## src/rtl/ide_irq_pkg.sv

```systemverilog
package ide_irq_pkg;
  localparam int NUM_CH = 2;
  localparam logic [7:0] OFS_STAT0 = 8'h50;
  localparam logic [7:0] OFS_CTRL  = 8'h51;
  localparam logic [7:0] OFS_STAT1 = 8'h57;
  localparam logic [7:0] OFS_MODE  = 8'h71;
  localparam int MODE_FLAG_LSB  = 2;
  localparam int MODE_BLOCK_LSB = 4;
  localparam int CTRL_EN_LSB    = 2;

  function automatic logic [7:0] mirror_ofs(input int ch);
    return (ch == 0) ? OFS_STAT0 : OFS_STAT1;
  endfunction

  function automatic int mirror_bit(input int ch);
    return (ch == 0) ? 2 : 4;
  endfunction
endpackage

```

## src/rtl/irq_cfg_decode.sv

```systemverilog
module irq_cfg_decode
  import ide_irq_pkg::*;
#(
  parameter int ADDR_W = 8
) (
  input  logic              wr_en,
  input  logic [ADDR_W-1:0] addr,
  output logic              wr_mode,
  output logic              wr_ctrl,
  output logic [NUM_CH-1:0] wr_stat
);
  always_comb begin
    wr_mode = wr_en && (addr == ADDR_W'(OFS_MODE));
    wr_ctrl = wr_en && (addr == ADDR_W'(OFS_CTRL));
    for (int c = 0; c < NUM_CH; c++) begin
      wr_stat[c] = wr_en && (addr == ADDR_W'(mirror_ofs(c)));
    end
  end
endmodule

```

## src/rtl/irq_chan_flag.sv

```systemverilog
module irq_chan_flag (
  input  logic clk,
  input  logic rst,
  input  logic req,
  input  logic wr_mode,
  input  logic mode_bit,
  input  logic wr_stat,
  input  logic stat_bit,
  output logic req_q,
  output logic flag_d,
  output logic flag_q
);
  logic rise, fall, clr;

  always_comb begin
    rise = req && !req_q;
    fall = !req && req_q;
    clr  = (wr_mode && mode_bit) || (wr_stat && stat_bit);
    if (rise)           flag_d = 1'b1;
    else if (fall)      flag_d = 1'b0;
    else if (clr)       flag_d = 1'b0;
    else                flag_d = flag_q;
  end

  always_ff @(posedge clk) begin
    if (rst) begin
      flag_q <= 1'b0;
      req_q  <= 1'b0;
    end else begin
      flag_q <= flag_d;
      req_q  <= req;
    end
  end
endmodule

```

## src/rtl/irq_ctrl_regs.sv

```systemverilog
module irq_ctrl_regs
  import ide_irq_pkg::*;
(
  input  logic              clk,
  input  logic              rst,
  input  logic              strap,
  input  logic              wr_mode,
  input  logic              wr_ctrl,
  input  logic [NUM_CH-1:0] block_wdata,
  input  logic [NUM_CH-1:0] en_wdata,
  output logic [NUM_CH-1:0] block_d,
  output logic [NUM_CH-1:0] block_q,
  output logic [NUM_CH-1:0] en_q
);
  always_comb begin
    block_d = wr_mode ? block_wdata : block_q;
  end

  always_ff @(posedge clk) begin
    if (rst) begin
      block_q <= '0;
      en_q    <= '0;
      en_q[0] <= 1'b1;
      en_q[1] <= strap;
    end else begin
      block_q <= block_d;
      if (wr_ctrl) en_q <= en_wdata;
    end
  end
endmodule

```

## src/rtl/irq_combine.sv

```systemverilog
module irq_combine
  import ide_irq_pkg::*;
(
  input  logic              clk,
  input  logic              rst,
  input  logic [NUM_CH-1:0] flag_d,
  input  logic [NUM_CH-1:0] block_d,
  output logic              irq_out
);
  always_ff @(posedge clk) begin
    if (rst) irq_out <= 1'b0;
    else     irq_out <= |(flag_d & ~block_d);
  end
endmodule

```

## src/rtl/irq_readback.sv

```systemverilog
module irq_readback
  import ide_irq_pkg::*;
#(
  parameter int ADDR_W = 8,
  parameter int DATA_W = 8
) (
  input  logic              clk,
  input  logic              rst,
  input  logic              rd_en,
  input  logic [ADDR_W-1:0] addr,
  input  logic [NUM_CH-1:0] flag_q,
  input  logic [NUM_CH-1:0] block_q,
  input  logic [NUM_CH-1:0] en_q,
  output logic [DATA_W-1:0] rdata
);
  logic [DATA_W-1:0] view;

  always_comb begin
    view = '0;
    if (addr == ADDR_W'(OFS_MODE)) begin
      view[MODE_FLAG_LSB  +: NUM_CH] = flag_q;
      view[MODE_BLOCK_LSB +: NUM_CH] = block_q;
    end
    if (addr == ADDR_W'(OFS_CTRL)) begin
      view[CTRL_EN_LSB +: NUM_CH] = en_q;
    end
    for (int c = 0; c < NUM_CH; c++) begin
      if (addr == ADDR_W'(mirror_ofs(c))) view[mirror_bit(c)] = flag_q[c];
    end
  end

  always_ff @(posedge clk) begin
    if (rst)        rdata <= '0;
    else if (rd_en) rdata <= view;
  end
endmodule

```

## src/rtl/ide_irq_mirror.sv

```systemverilog
module ide_irq_mirror
  import ide_irq_pkg::*;
#(
  parameter int ADDR_W = 8,
  parameter int DATA_W = 8
) (
  input  logic              clk,
  input  logic              rst,
  input  logic              cfg_wr_en,
  input  logic              cfg_rd_en,
  input  logic [ADDR_W-1:0] cfg_addr,
  input  logic [DATA_W-1:0] cfg_wdata,
  output logic [DATA_W-1:0] cfg_rdata,
  input  logic [NUM_CH-1:0] chan_req,
  input  logic              sec_enable_strap,
  output logic              irq_out
);
  logic              wr_mode, wr_ctrl;
  logic [NUM_CH-1:0] wr_stat;
  logic [NUM_CH-1:0] req_q, flag_d, flag_q;
  logic [NUM_CH-1:0] block_d, block_q, en_q;

  irq_cfg_decode #(.ADDR_W(ADDR_W)) u_dec (
    .wr_en(cfg_wr_en), .addr(cfg_addr),
    .wr_mode(wr_mode), .wr_ctrl(wr_ctrl), .wr_stat(wr_stat)
  );

  for (genvar c = 0; c < NUM_CH; c++) begin : g_ch
    irq_chan_flag u_flag (
      .clk(clk), .rst(rst), .req(chan_req[c]),
      .wr_mode(wr_mode), .mode_bit(cfg_wdata[MODE_FLAG_LSB + c]),
      .wr_stat(wr_stat[c]), .stat_bit(cfg_wdata[mirror_bit(c)]),
      .req_q(req_q[c]), .flag_d(flag_d[c]), .flag_q(flag_q[c])
    );
  end

  irq_ctrl_regs u_regs (
    .clk(clk), .rst(rst), .strap(sec_enable_strap),
    .wr_mode(wr_mode), .wr_ctrl(wr_ctrl),
    .block_wdata(cfg_wdata[MODE_BLOCK_LSB +: NUM_CH]),
    .en_wdata(cfg_wdata[CTRL_EN_LSB +: NUM_CH]),
    .block_d(block_d), .block_q(block_q), .en_q(en_q)
  );

  irq_combine u_irq (
    .clk(clk), .rst(rst), .flag_d(flag_d), .block_d(block_d), .irq_out(irq_out)
  );

  irq_readback #(.ADDR_W(ADDR_W), .DATA_W(DATA_W)) u_rd (
    .clk(clk), .rst(rst), .rd_en(cfg_rd_en), .addr(cfg_addr),
    .flag_q(flag_q), .block_q(block_q), .en_q(en_q), .rdata(cfg_rdata)
  );
endmodule

```

## config.mk

```make
export PLATFORM = sky130hd
export DESIGN_NAME = ide_irq_mirror
export DESIGN_NICKNAME = d
export VERILOG_FILES = /design/src/rtl/ide_irq_pkg.sv /design/src/rtl/irq_cfg_decode.sv /design/src/rtl/irq_chan_flag.sv /design/src/rtl/irq_ctrl_regs.sv /design/src/rtl/irq_combine.sv /design/src/rtl/irq_readback.sv /design/src/rtl/ide_irq_mirror.sv
export SDC_FILE = /design/constraint.sdc
export NUM_CORES = 1
export LEC_CHECK = 0
export ABC_AREA = 1
export CORE_MARGIN = 2
export CORE_UTILIZATION = 36
export DETAILED_ROUTE_END_ITERATION = 10
export PLACE_DENSITY_LB_ADDON = 0.1
export SLEW_MARGIN = 20
export SYNTH_ARGS = -nofsm -noshare
export SYNTH_HDL_FRONTEND = slang
export SYNTH_SLANG_ARGS = --single-unit
export TNS_END_PERCENT = 10
```

## constraint.sdc

```tcl
create_clock -name clk -period 1 [get_ports clk]
set_clock_uncertainty 0.05 [all_clocks]
set_input_delay 0.1 -clock clk [delete_from_list [all_inputs] [get_ports clk]]
set_output_delay 0.1 -clock clk [all_outputs]
set_load 0.005 [all_outputs]
```

==> metrics.yaml <==
critical_path:
  cp.arrival_ns: 0.83
  critical_path_buf_inv_count: 1
  critPathKind: "flip-flop to primary output"
  startpoint_type: "flip-flop"
  crit_chain: "dlygate4sd2_1"
  cp_top_family: "flip-flops"
  crit_path_top_delay_cell: "dfxtp_1"
  crit_fanout: 2
  cp.required_ns: 0.85
  critPathMaxStageDelay_ns: 0.31
  cp-end-kind: "primary output"
synth:
  synthCells: 108
  synth_cell_types: 19
  ys_ff_latch: 13
  syn-mean-instance-area_um2: 6.55
  synth_ff_type: "dfxtp_1"
  yosysMostFrequentCell: "nand2_1"
  synth_seq_area_share_pct: 38.2
  yosys-top-cells-area: "dfxtp_1 34%, nand2_1 19%, inv_1 10%"
  synthArstFlopShare_pct: 0
  synthTopCellsByCount: "36 x nand2_1, 19 x inv_1, 12 x dfxtp_1, 9 x nor2_1, 8 x nand3_1"
  yosysTopAreaCell: "dfxtp_1"
  synth_top_area_share_pct: 34.0
  synth-edff-count: 1
  synth_warnings: 0
  synth_area_um2: 707
global_routing:
  grt_pass1_wl_mm: 2.62
  antenna_found_initial: 0
  grt_overflow: 0
  grt_max_degree: 9
  grt_use_total_pct: 14.3
  first_global_vias: 619
placement:
  post-dp-hpwl_mm: 1.26
  dp.cells: 164
  dp_slack_ns: -0.480
  io_buffers: 23
  gp_congestion: 0.775
  dpl_cell_area_um2: 1020
detailed_routing:
  viasPerCell: 4.29
  drt-total-wl_mm: 1.59
  antenna_left: 0
  vias: 720
  wl_per_cell_um: 9.47
  dr.pass1.iters: 4
  drc: 0
  drt-initial-drc-count: 5
sta:
  finalCritPeriodShare_pct: 98.2
  fin_tns_setup_ns: 0
  fin_ws_ns: 0.0176
  setup_violations: 0
  final_max_slew_viol_count: 0
  rsz0062_at_grt: "true"
  hold_violations: 0
  whs_ns: 0.112
  period_needed_ns: 0.982
  max_freq_mhz: 1020
cts:
  post_cts_buffers: 0
  tritoncts: "done"
  cts_buffers: 3
  clock_sinks: 13
  cts-root-buf: "clkbuf_4"
  clk_pin_slew_ns: 0.07
  clkLatencyLatePin_ns: 0.27
  htree_levels: 1
  clk_path_buf_depth: 2
layout:
  fin_util_pct: 57.2
  fin_nets: 165
  drive_gt1_share_pct: 24.8
  stdcell_count: 168
  antenna_cells: 0
  area_growth_pct: 54.0
  fillers: 183
  final_area_um2: 1090
floorplan:
  start_util_pct: 37.2
  rows: 16
  ios: 32
  dieArea_um2: 2330
  core-area_um2: 1900
  die_h_um: 48.3
  die_x_um: 48.3
job:
  cap_violations: 0
pwr:
  totalPowerFinal_mw: 1.11
  leakage_nw: 0.612
  cellPowerDensity_nw_per_um2: 1020
  vdd_ir_drop_max_uv: 805
min_path:
  hold_class: "input pin to flip-flop"
status:
  outcome: "completed"
[state kept, by name (all words and copies together) (netlist names)]
name and cells:
g_ch.u_flag.flag_q 2, g_ch.u_flag.req_q 2, u_irq.irq_out 1, u_rd.rdata 4, u_regs.block_q 2, u_regs.en_q 2
[cell families after synthesis]
kind of cell    share of synthesized area (%)
flops                                    38.2
other cells                             0.530
simple gates                             38.8
compound gates                           7.61
buf+inv                                  14.9
[worst reg2reg max path: cells and delay by family (launching register included)]
kind | cells | cell delay, ns
DFF | 1 | 0.32
buffers and inverters | 2 | 0.19
and+or+nand+nor | 2 | 0.15
AOI/OAI and AO/OA | 1 | 0.09
[repair_timing]
item,CTS,global route
gates resized for setup,14,21
endpoints found under the hold margin,0,0
hold buffers,0,0
endpoints found under the setup margin,17,15
pin swaps,0,8
[layer usage]
metal | GRT usage, % | part of all wire (%) | up-vias | wire (um)
li1 | - | - | 385 | -
met1 | 17.5 | 44 | 319 | 696
met2 | 23.4 | 50 | 14 | 789
met3 | 6.48 | 6.0 | 2 | 95
met4 | 2.86 | 0.63 | 0 | 10
met5 | 0 | 0 | - | 0
[cells in the final DEF (no fill, tap or decap), drive strengths merged, types with 2 or more instances in the layout]
master          n
nand2          38
inv            19
nor2           12
dfxtp          12
dlymetal6s2s    9
nand3           8
clkdlybuf4s50   8
buf             8
clkbuf          5
o21ai           5
conb            4
a21oi           3
clkdlybuf4s15   3
dlygate4sd2     2
[final timing paths]
kind | from | to | slack, ns | cells after the start
worst min register to register | g_ch[0].u_flag.flag_q | u_rd.rdata[2] | 0.42 | 2
worst max register to register | g_ch[1].u_flag.flag_q | u_rd.rdata[4] | 0.09 | 5
worst max-delay path | u_rd.rdata[2] | cfg_rdata[2] | 0.02 | 1
worst min-delay path | rst | u_rd.rdata[5] | 0.11 | 4
[report_power, final]
group | total [mW] | internal (mW) | switching, mW
combinational | 0.219 | 0.117 | 0.102
clock | 0.320 | 0.155 | 0.165
sequential | 0.566 | 0.555 | 0.0114
[final cells by class]
| cell class | instances | area (um2) | area share (%) |
|---|---|---|---|
| flip-flops and latches | 13 | 275 | 25.3 |
| well taps | 27 | 33.8 | 3.10 |
| multi-input cells | 74 | 377 | 34.6 |
| clock buffers | 4 | 26.3 | 2.41 |
| repair buffers | 31 | 305 | 28.0 |
| inverters | 19 | 71.3 | 6.55 |
Note: power is estimated with default switching activity, not from simulation.
